`config.mk`:
```
export PLATFORM = sky130hd
export DESIGN_NAME = irq_gather
export DESIGN_NICKNAME = d
export VERILOG_FILES = /design/src/rtl/irq_gather_pkg.sv /design/src/rtl/irq_edge_detect.sv /design/src/rtl/irq_src_bank.sv /design/src/rtl/irq_pulse_gen.sv /design/src/rtl/irq_gather.sv
export SDC_FILE = /design/constraint.sdc
export NUM_CORES = 1
export LEC_CHECK = 0
export BUFFER_PORTS_ARGS = -buffer_cell sky130_fd_sc_hd__buf_2
export CAP_MARGIN = 10
export CORE_ASPECT_RATIO = 1.1
export CORE_UTILIZATION = 49
export DETAILED_ROUTE_END_ITERATION = 8
export MAX_ROUTING_LAYER = met4
export PLACE_DENSITY = 0.9
export RECOVER_POWER = 25
export SETUP_SLACK_MARGIN = 0.1
export SYNTH_ARGS = -nofsm -noshare
export SYNTH_HDL_FRONTEND = slang
export SYNTH_HIERARCHICAL = 1
export SYNTH_SLANG_ARGS = --single-unit
```
`constraint.sdc`:
```
create_clock -name clk -period 2.4 [get_ports clk]
set_input_delay 0.24 -clock clk [delete_from_list [all_inputs] [get_ports clk]]
set_output_delay 0.24 -clock clk [all_outputs]
set_load 0.02 [all_outputs]
```
`src/rtl/irq_gather_pkg.sv`:
```
package irq_gather_pkg;
  // source bit assignment
  localparam int unsigned SRC_XFER_DONE   = 0;
  localparam int unsigned SRC_XFER_ERR    = 1;
  localparam int unsigned SRC_CARR_HOT    = 2;
  localparam int unsigned SRC_MEZZ_HOT    = 3;
  localparam int unsigned SRC_OVERLOAD    = 4;
  localparam int unsigned SRC_ACQ_TRIG    = 5;
  localparam int unsigned SRC_SHOT_DONE   = 6;
  localparam int unsigned SRC_IDBUS_DONE  = 7;
  localparam int unsigned SRC_SYNTH_DONE  = 8;
  localparam int unsigned SRC_CFG_DONE    = 9;
  localparam int unsigned SRC_COUNT       = 10;

  // register word addresses
  localparam logic [15:0] ADDR_PENDING = 16'h0083;
  localparam logic [15:0] ADDR_ENABLE  = 16'h0084;
endpackage

```
`src/rtl/irq_edge_detect.sv`:
```
module irq_edge_detect #(
  parameter int unsigned N = 10
) (
  input  logic         clk,
  input  logic         rst_n,
  input  logic [N-1:0] req_i,
  output logic [N-1:0] edge_o
);
  logic [N-1:0] req_q;

  always_ff @(posedge clk) begin
    if (!rst_n) req_q <= '0;
    else        req_q <= req_i;
  end

  assign edge_o = req_i & ~req_q;

  // a detected edge leaves the sampled level high afterwards
  a_r1_edge_level: assert property (@(posedge clk) disable iff (!rst_n)
    (|edge_o) |=> (($past(edge_o) & ~req_q) == '0));
endmodule

```
`src/rtl/irq_src_bank.sv`:
```
module irq_src_bank #(
  parameter int unsigned N = 10
) (
  input  logic         clk,
  input  logic         rst_n,
  input  logic [N-1:0] edge_i,
  input  logic         clr_i,
  output logic [N-1:0] src_o,
  output logic         ovf_o
);
  // set wins over clear
  function automatic logic [N-1:0] next_pending(input logic [N-1:0] cur,
                                                input logic [N-1:0] ev,
                                                input logic clr);
    return (clr ? '0 : cur) | ev;
  endfunction

  function automatic logic repeat_hit(input logic [N-1:0] cur,
                                      input logic [N-1:0] ev,
                                      input logic clr);
    return (|(cur & ev)) && !clr;
  endfunction

  logic [N-1:0] src_q;
  logic         ovf_q;
  logic         ovf_set;

  assign ovf_set = repeat_hit(src_q, edge_i, clr_i);

  always_ff @(posedge clk) begin
    if (!rst_n) begin
      src_q <= '0;
      ovf_q <= 1'b0;
    end else begin
      src_q <= next_pending(src_q, edge_i, clr_i);
      ovf_q <= clr_i ? 1'b0 : (ovf_q | ovf_set);
    end
  end

  assign src_o = src_q;
  assign ovf_o = ovf_q;

  a_r1_edge_sets: assert property (@(posedge clk) disable iff (!rst_n)
    (|edge_i) |=> ((src_q & $past(edge_i)) == $past(edge_i)));
  a_r2_read_clears: assert property (@(posedge clk) disable iff (!rst_n)
    (clr_i && !(|edge_i)) |=> (src_q == '0 && !ovf_q));
  a_r3_set_beats_clear: assert property (@(posedge clk) disable iff (!rst_n)
    clr_i |=> (src_q == $past(edge_i)));
  a_r7_repeat_flag: assert property (@(posedge clk) disable iff (!rst_n)
    ((|(edge_i & src_q)) && !clr_i) |=> ovf_q);
  a_r7_flag_sticky: assert property (@(posedge clk) disable iff (!rst_n)
    (ovf_q && !clr_i) |=> ovf_q);
endmodule

```
`src/rtl/irq_pulse_gen.sv`:
```
module irq_pulse_gen #(
  parameter int unsigned N = 10
) (
  input  logic         clk,
  input  logic         rst_n,
  input  logic [N-1:0] edge_i,
  input  logic [N-1:0] mask_i,
  output logic         irq_o
);
  function automatic logic any_enabled(input logic [N-1:0] ev,
                                       input logic [N-1:0] en);
    return |(ev & en);
  endfunction

  logic fire;
  logic irq_q;

  assign fire = any_enabled(edge_i, mask_i);

  always_ff @(posedge clk) begin
    if (!rst_n) irq_q <= 1'b0;
    else        irq_q <= fire;
  end

  assign irq_o = irq_q;

  a_r4_masked_quiet: assert property (@(posedge clk) disable iff (!rst_n)
    !(|(edge_i & mask_i)) |=> !irq_o);
  a_r5_enabled_fires: assert property (@(posedge clk) disable iff (!rst_n)
    (|(edge_i & mask_i)) |=> irq_o);
  a_r6_pulse_cause: assert property (@(posedge clk) disable iff (!rst_n)
    irq_o |-> $past(|(edge_i & mask_i)));
endmodule

```
`src/rtl/irq_gather.sv`:
```
module irq_gather #(
  parameter int unsigned NSRC      = irq_gather_pkg::SRC_COUNT,
  parameter int unsigned DW        = 32,
  parameter int unsigned AW        = 16,
  parameter logic [AW-1:0] PEND_AD = AW'(irq_gather_pkg::ADDR_PENDING),
  parameter logic [AW-1:0] MASK_AD = AW'(irq_gather_pkg::ADDR_ENABLE)
) (
  input  logic            clk,
  input  logic            rst_n,
  input  logic [NSRC-1:0] req_i,
  input  logic [AW-1:0]   bus_addr,
  input  logic            bus_rd,
  input  logic            bus_wr,
  input  logic [NSRC-1:0] bus_wdata,
  output logic [DW-1:0]   bus_rdata,
  output logic            irq_o
);
  localparam int unsigned OVF_BIT = DW - 1;

  logic [NSRC-1:0] edge_evt;
  logic [NSRC-1:0] src_q;
  logic            ovf_q;
  logic [NSRC-1:0] mask_q;
  logic            sel_pend;
  logic            sel_mask;
  logic            clr_evt;
  logic            mask_wr_evt;

  assign sel_pend    = (bus_addr == PEND_AD);
  assign sel_mask    = (bus_addr == MASK_AD);
  assign clr_evt     = bus_rd && sel_pend;
  assign mask_wr_evt = bus_wr && sel_mask;

  irq_edge_detect #(.N(NSRC)) u_edge (
    .clk(clk), .rst_n(rst_n), .req_i(req_i), .edge_o(edge_evt)
  );

  irq_src_bank #(.N(NSRC)) u_bank (
    .clk(clk), .rst_n(rst_n), .edge_i(edge_evt), .clr_i(clr_evt),
    .src_o(src_q), .ovf_o(ovf_q)
  );

  irq_pulse_gen #(.N(NSRC)) u_pulse (
    .clk(clk), .rst_n(rst_n), .edge_i(edge_evt), .mask_i(mask_q),
    .irq_o(irq_o)
  );

  always_ff @(posedge clk) begin
    if (!rst_n)           mask_q <= '0;
    else if (mask_wr_evt) mask_q <= bus_wdata;
  end

  always_comb begin
    bus_rdata = '0;
    if (sel_pend) begin
      bus_rdata[NSRC-1:0] = src_q;
      bus_rdata[OVF_BIT]  = ovf_q;
    end else if (sel_mask) begin
      bus_rdata[NSRC-1:0] = mask_q;
    end
  end

  a_r10_reserved_zero: assert property (@(posedge clk) disable iff (!rst_n)
    bus_rdata[OVF_BIT-1:NSRC] == '0);
  a_r10_mask_holds: assert property (@(posedge clk) disable iff (!rst_n)
    !mask_wr_evt |=> $stable(mask_q));
  a_r9_mask_written: assert property (@(posedge clk) disable iff (!rst_n)
    mask_wr_evt |=> (mask_q == $past(bus_wdata)));
endmodule

```
==> results.toml, run 1 <==
[detailed_routing]
wirelength_um = 3159
initialDrtViolationCount = 52
wl_per_cell_um = 12.54
viasPerCell = 5.063
drtAntennaViolNets = 0
first_pass_iters = 4
drc_errors = 0
vias = 1276

[synthesis]
yosys_warnings = 6
synthCells = 165
avgSynthCellArea_um2 = 9.289
synth_seq_cells = 32
syn_area_um2 = 1533
seq_area_frac_synth_pct = 41.80
synth.distinct_cells = 28

[floorplan]
initial_core_util_pct = 53.26
core-area_um2 = 2878
design.die.area_um2 = 3356
die_x_um = 55.33
num_rows = 20
ios = 73
die_h_um = 60.66

[placed_design]
dpl.hpwl_um = 2362
gp_congestion = 0.8320
placedCellCount = 244
io_buffers = 51

[sta]
hold_slack_ns = 0.1024
rsz0062_at_grt = "false"
slew_viol_final = 0
hold_viol = 0
skew_ns = 0.01182
worst_slew_pin_slew_ns = 1.193
tns_ns = 0
period_needed_ns = 1.800
min_period_over_period_pct = 75.01
fmax_mhz = 555.5
slew_headroom_pct = 20.48
setup_violations = 0

[global_route]
grt.total_usage_pct = 21.77
grt-ovfl-total = 0
grt_pass1_wl_um = 5313
grt_pass1_vias = 1175
grt_antenna_before_repair = 0
grt_max_degree = 33

[setup_path]
crit_arrival_ns = 1.56
worst-r2r-cell-count = 4
crit_type = "input pin to output pin"
crit_path_start_kind = "input pin"
cp-end-kind = "output pin"
required_ns = 2.16
path_max_fanout = 11

[clock_tree]
htree_levels = 2
cts_tree = "done"
ctsHoldBuffers = 0
cts_setup_buffers = 0
cts_max_path_buffers = 2
clk_pin_slew_ns = 0.10
cts_buffers = 5
cts.sinks = 32
cts_root_buf = "clkbuf_4"
clk_latency_ns = 0.34
cts-resized-gates = 0

[min_path]
hold_path_depth = 2
hold_class = "input pin to flip-flop"

[cells_and_area]
nets = 258
n_antenna_cell = 0
post-route-util_pct = 62.22
fin_cells = 252
area_growth_pct = 16.82
layout-drive-gt1-share_pct = 31.05

[status]
status = "finished, final reports clean"

[power_and_ir_drop]
p_leak_uw = 0.0008930
ir_worst_vdd_mv = 0.3885
power_uw = 1020
power_density_nw_per_um2 = 569.4

[flow_run]
maxCapViolations = 0
[cells by family after synthesis]
family	after synthesis	synth area share [%]
muxes	10	6.531
AOI/OAI and AO/OA	32	16.90
and+or+nand+nor	61	21.96
DFF	32	41.80
other	1	0.2447
buffers and inverters	29	12.57
[through the flow]
step / worst slack (ns) / instance area, um2
finish: 0.5998 / 1790
CTS: 0.5823 / 1792
detailed placement: 0.5607 / 1730
global placement: 0.6322 / 1730
global route: 0.4411 / 1790
floorplan: 0.6991 / 1608
[Yosys cell counts (all sizes together)]
| cell | n | area (um2) |
|---|---|---|
| mux2i | 10 | 100.1 |
| a22o | 14 | 123.9 |
| inv | 2 | 7.510 |
| and2 | 12 | 75.07 |
| nor4 | 2 | 25.02 |
| nor2b | 10 | 62.56 |
| clkbuf | 3 | 11.26 |
| and4 | 1 | 8.760 |
| a21oi | 10 | 50.05 |
| nor3 | 1 | 10.01 |
| a222oi | 1 | 10.01 |
| buf | 23 | 170.2 |
| a31oi | 1 | 6.260 |
| nor4b | 2 | 23.77 |
| nor2 | 10 | 37.54 |
| a22oi | 1 | 7.510 |
| clkinv | 1 | 3.750 |
| nand4b | 1 | 8.760 |
| nand2 | 22 | 85.09 |
| a311oi | 1 | 8.760 |
| a221oi | 3 | 45.04 |
| conb | 1 | 3.750 |
| a211oi | 1 | 7.510 |
| dfxtp | 32 | 640.6 |
[cell usage in the layout, fill, tap and decap left out, types with 2 or more instances in the layout]
master and count:
a21oi_1 10, a221oi_2 3, a22o_1 13, and2_0 5, and2_1 7, buf_2 50, clkbuf_4 5, clkinv_2 2
conb_1 21, dfxtp_1 32, inv_1 2, mux2i_1 10, nand2_1 21, nor2_1 10, nor2b_1 10, nor4_2 2
[cell type report]
class                      count  area, um2
clock buffer                   6      51.30
clock inverter                 2      10.01
fill                         264       1087
inverter                       3      11.26
multi-input combinational    124      774.5
sequential                    32      640.6
tap                           33      41.29
timing repair buffer          52      261.5
[power breakdown]
group / internal (uW) / switching, uW
sequential: 555 / 14.5
combinational: 50.2 / 76.3
clock: 139 / 185
total: 744 / 275
[final timing paths]
kind                                endpoint                        from  slack [ns]
setup / recovery                bus_rdata[8]                bus_addr[15]        0.60
hold / removal    u_edge/req_q[3]$_SDFF_PN0_                    req_i[3]        0.10
setup reg to reg     u_bank/ovf_o$_SDFF_PP0_  u_edge/req_q[0]$_SDFF_PN0_        1.28
hold reg to reg       mask_q[8]$_SDFFE_PN0P_      mask_q[8]$_SDFFE_PN0P_        0.50
[state kept, by name (all words and copies together) (netlist names)]
signal,flops
mask_q,10
u_bank/src_o,10
u_edge/req_q,10
u_bank/ovf_o,1
u_pulse/irq_o,1
[critical path, cell delays in order]
cell,delay (ns)
buf_2,0.10
nor4_2,0.29
and4_1,0.53
a22o_1,0.22
buf_2,0.16
[routing by layer]
layer | part of all wire (%) | track usage (%)
met1 | 44 | 25.56
met2 | 47 | 34.94
met3 | 6.5 | 4.904
met4 | 2.0 | 12.50
met5 | 0 | -
(Power assumes the default switching activity.)
==> run 2: changes to the inputs <==
--- a/config.mk
+++ b/config.mk
@@ -5,13 +5,14 @@
 export SDC_FILE = /design/constraint.sdc
 export NUM_CORES = 1
 export LEC_CHECK = 0
+export ABC_AREA = 1
 export BUFFER_PORTS_ARGS = -buffer_cell sky130_fd_sc_hd__buf_2
 export CAP_MARGIN = 10
 export CORE_ASPECT_RATIO = 1.1
-export CORE_UTILIZATION = 49
+export CORE_UTILIZATION = 48
 export DETAILED_ROUTE_END_ITERATION = 8
 export MAX_ROUTING_LAYER = met4
-export PLACE_DENSITY = 0.9
+export PLACE_DENSITY = 0.85
 export RECOVER_POWER = 25
 export SETUP_SLACK_MARGIN = 0.1
 export SYNTH_ARGS = -nofsm -noshare
==> constraint.sdc (replaced) <==
create_clock -name clk -period 1.7 [get_ports clk]
set_input_delay 0.17 -clock clk [delete_from_list [all_inputs] [get_ports clk]]
set_output_delay 0.17 -clock clk [all_outputs]
set_load 0.02 [all_outputs]
==> results.toml, run 2 <==
[sta]
rsz0062_at_grt = "false"
slew_headroom_pct = 37.35
tns_ns = 0
hold_viol = 0
skew_ns = 0.003761
worst_slew_pin_slew_ns = 0.9398
min_period_over_period_pct = 85.18
slew_viol_final = 0
fmax_mhz = 690.6
period_needed_ns = 1.448
setup_violations = 0

[clock_tree]
clk_pin_slew_ns = 0.06
cts_max_path_buffers = 2
cts-resized-gates = 0
clk_latency_ns = 0.27
cts_buffers = 5
cts.sinks = 32
cts_setup_buffers = 0
htree_levels = 2
cts_root_buf = "clkbuf_8"
cts_tree = "done"
ctsHoldBuffers = 0

[cells_and_area]
stdcell_area_um2 = 2097
final_common_cell = "nand2_1"
layout-drive-gt1-share_pct = 20.67
n_antenna_cell = 0
nets = 368
post-route-util_pct = 57.83
area_growth_pct = 15.67
seq_area_um2 = 640.6
layout_common_cells = "nand2_1 (67), inv_1 (60), buf_2 (49), nor2_1 (35), dfxtp_1 (32)"
multi_input_area_um2 = 785.8
fin_cells = 379
nFillCells = 380

[global_route]
grt-ovfl-total = 0
grt_max_degree = 22
grt_pass1_wl_um = 6016
grt.total_usage_pct = 20.44
grt_pass1_vias = 1444
grt_antenna_before_repair = 0

[setup_path]
worst-r2r-cell-count = 7
cp_slowest_stage_delay_ns = 0.27
path_buf_inv = 2
crit_path_start_kind = "input pin"
crit_arrival_ns = 1.28
r2r_end = "u_pulse/irq_o$_SDFF_PN0_"
rr_startpoint = "u_edge/req_q[1]$_SDFF_PN0_"
path_cells = "buf_2, nor2_1, nand2_1, nor2_4, nand2_2, o21ai_0, buf_2"
crit_path_frequent_cell = "buf_2"
path_max_fanout = 10
cp-end-kind = "output pin"
cp.depth = 7
crit_type = "input pin to output pin"
worst_path_max_delay_cell = "o21ai_0"
regToRegSetupSlack_ns = 0.69
cp_top_family = "simple AND/OR/NAND/NOR gates"
required_ns = 1.53

[synthesis]
synthArstFlopShare_pct = 0
synth_seq_cells = 32
synth_common_cells = "nand2_1 (67), inv_1 (60), nor2_1 (35)"
synthCells = 275
avgSynthCellArea_um2 = 6.593
synth.distinct_cells = 18
seq_area_frac_synth_pct = 35.33
yosys_warnings = 6
synth_edf_count = 0
synth.most_common_cell = "nand2_1"
yosys-top-cells-area = "dfxtp_1 (35%), nand2_1 (14%), inv_1 (12%)"
synth-main-ff-cell = "dfxtp_1"
synth_top_area_share_pct = 35.33
syn_area_um2 = 1813
yosysTopAreaCell = "dfxtp_1"

[floorplan]
ios = 73
initial_core_util_pct = 50.00
design.die.area_um2 = 4027
die_x_um = 60.60
core-area_um2 = 3626
num_rows = 23
die_h_um = 66.46

[power_and_ir_drop]
power_density_nw_per_um2 = 764.9
p_int_uw = 1188
power_uw = 1604
combPwrFrac_pct = 12.8
p_sw_share_pct = 25.95
p_clk_share_pct = 36.5
p_leak_uw = 0.001229
ir_worst_vdd_mv = 0.5416
sequentialPowerShare_pct = 50.7
p_switching_uw = 416.2

[min_path]
hold_path_depth = 3
hold-path-endpoint = "u_edge/req_q[2]$_SDFF_PN0_"
hold_class = "input pin to flip-flop"
hold_start = "req_i[2]"

[placed_design]
dpl.hpwl_um = 2843
placedCellCount = 371
gp_congestion = 0.8779
io_buffers = 51
placed_area_um2 = 2011

[detailed_routing]
drc_errors = 0
vias = 1669
viasPerCell = 4.404
wirelength_um = 3737
first_pass_iters = 4
wl_per_cell_um = 9.860
drtAntennaViolNets = 0
initialDrtViolationCount = 73

[flow_run]
maxCapViolations = 0

[status]
status = "finished, final reports clean"
## run 2: cell count changes after synthesis, sizes merged, moves of 3 or more
cell	previous run	this run
nor2b	10	0
a21oi	10	0
a22o	14	10
nand3	0	15
nand2	22	68
a221oi	3	0
mux2i	10	0
nand4	0	10
o21ai	0	10
inv	2	61
nor2	10	38
clkbuf	3	0
and2	12	0
buf	23	30
## run 2: through the flow
step / setup slack, ns / hold WS, ns
6_report: 0.2519 / 0.09166
5_1_grt: 0.1857 / 0.08856
4_1_cts: 0.2620 / 0.08246
3_5_place_dp: 0.2927 / 0.3707
3_3_place_gp: 0.3194 / 0.3616
2_1_floorplan: 0.3299 / 0.2635
## run 2: layer usage
metal  global-route usage [%]  part of all wire, %  vias up
li1                         -                    -      886
met1                    23.42                   45      728
met2                    35.71                   50       53
met3                    4.854                  4.6        2
met4                    4.545                 0.32        0
met5                        -                    0        -
## run 2: power groups by stage
stage               combinational (uW)  sequential (uW)  clock, uW
global route                       233              817        643
floorplan                          181              822          0
global placement                   199              828          0
CTS                                206              813        604
detailed placement                 205              830          0
finish                             205              814        585
## run 2: kinds of logic (layout without fill, tap and decap cells)
group	count (synthesis)	count (layout)	share of synthesized area, %
flip-flops	32	32	35.33
buffers and inverters	91	125	25.47
AND/OR/NAND/NOR	131	131	31.33
AO/OA/AOI/OAI	20	20	7.661
other	1	21	0.2068
## run 2: how the worst max path moves through the flow
stage                       startpoint                          to  slack, ns
after floorplan           bus_addr[11]  u_bank/src_o[1]$_SDFF_PN0_       0.33
after global placement    bus_addr[11]                bus_rdata[8]       0.32
after detailed placement  bus_addr[11]                bus_rdata[7]       0.29
after CTS                 bus_addr[11]                bus_rdata[7]       0.26
after global routing       bus_addr[5]                bus_rdata[7]       0.19
final                     bus_addr[11]                bus_rdata[7]       0.25
## run 2: cell type report
type	instances	area share [%]
multi-input combinational	172	37.47
sequential	32	30.55
timing repair buffer	56	13.66
inverter	61	10.92
clock buffer	6	3.938
tap	50	2.983
clock inverter	2	0.4773
## run 2: worst min-delay path, stage by stage
cell and delay, ns:
buf_2 0.09, nand2_1 0.04, inv_1 0.04
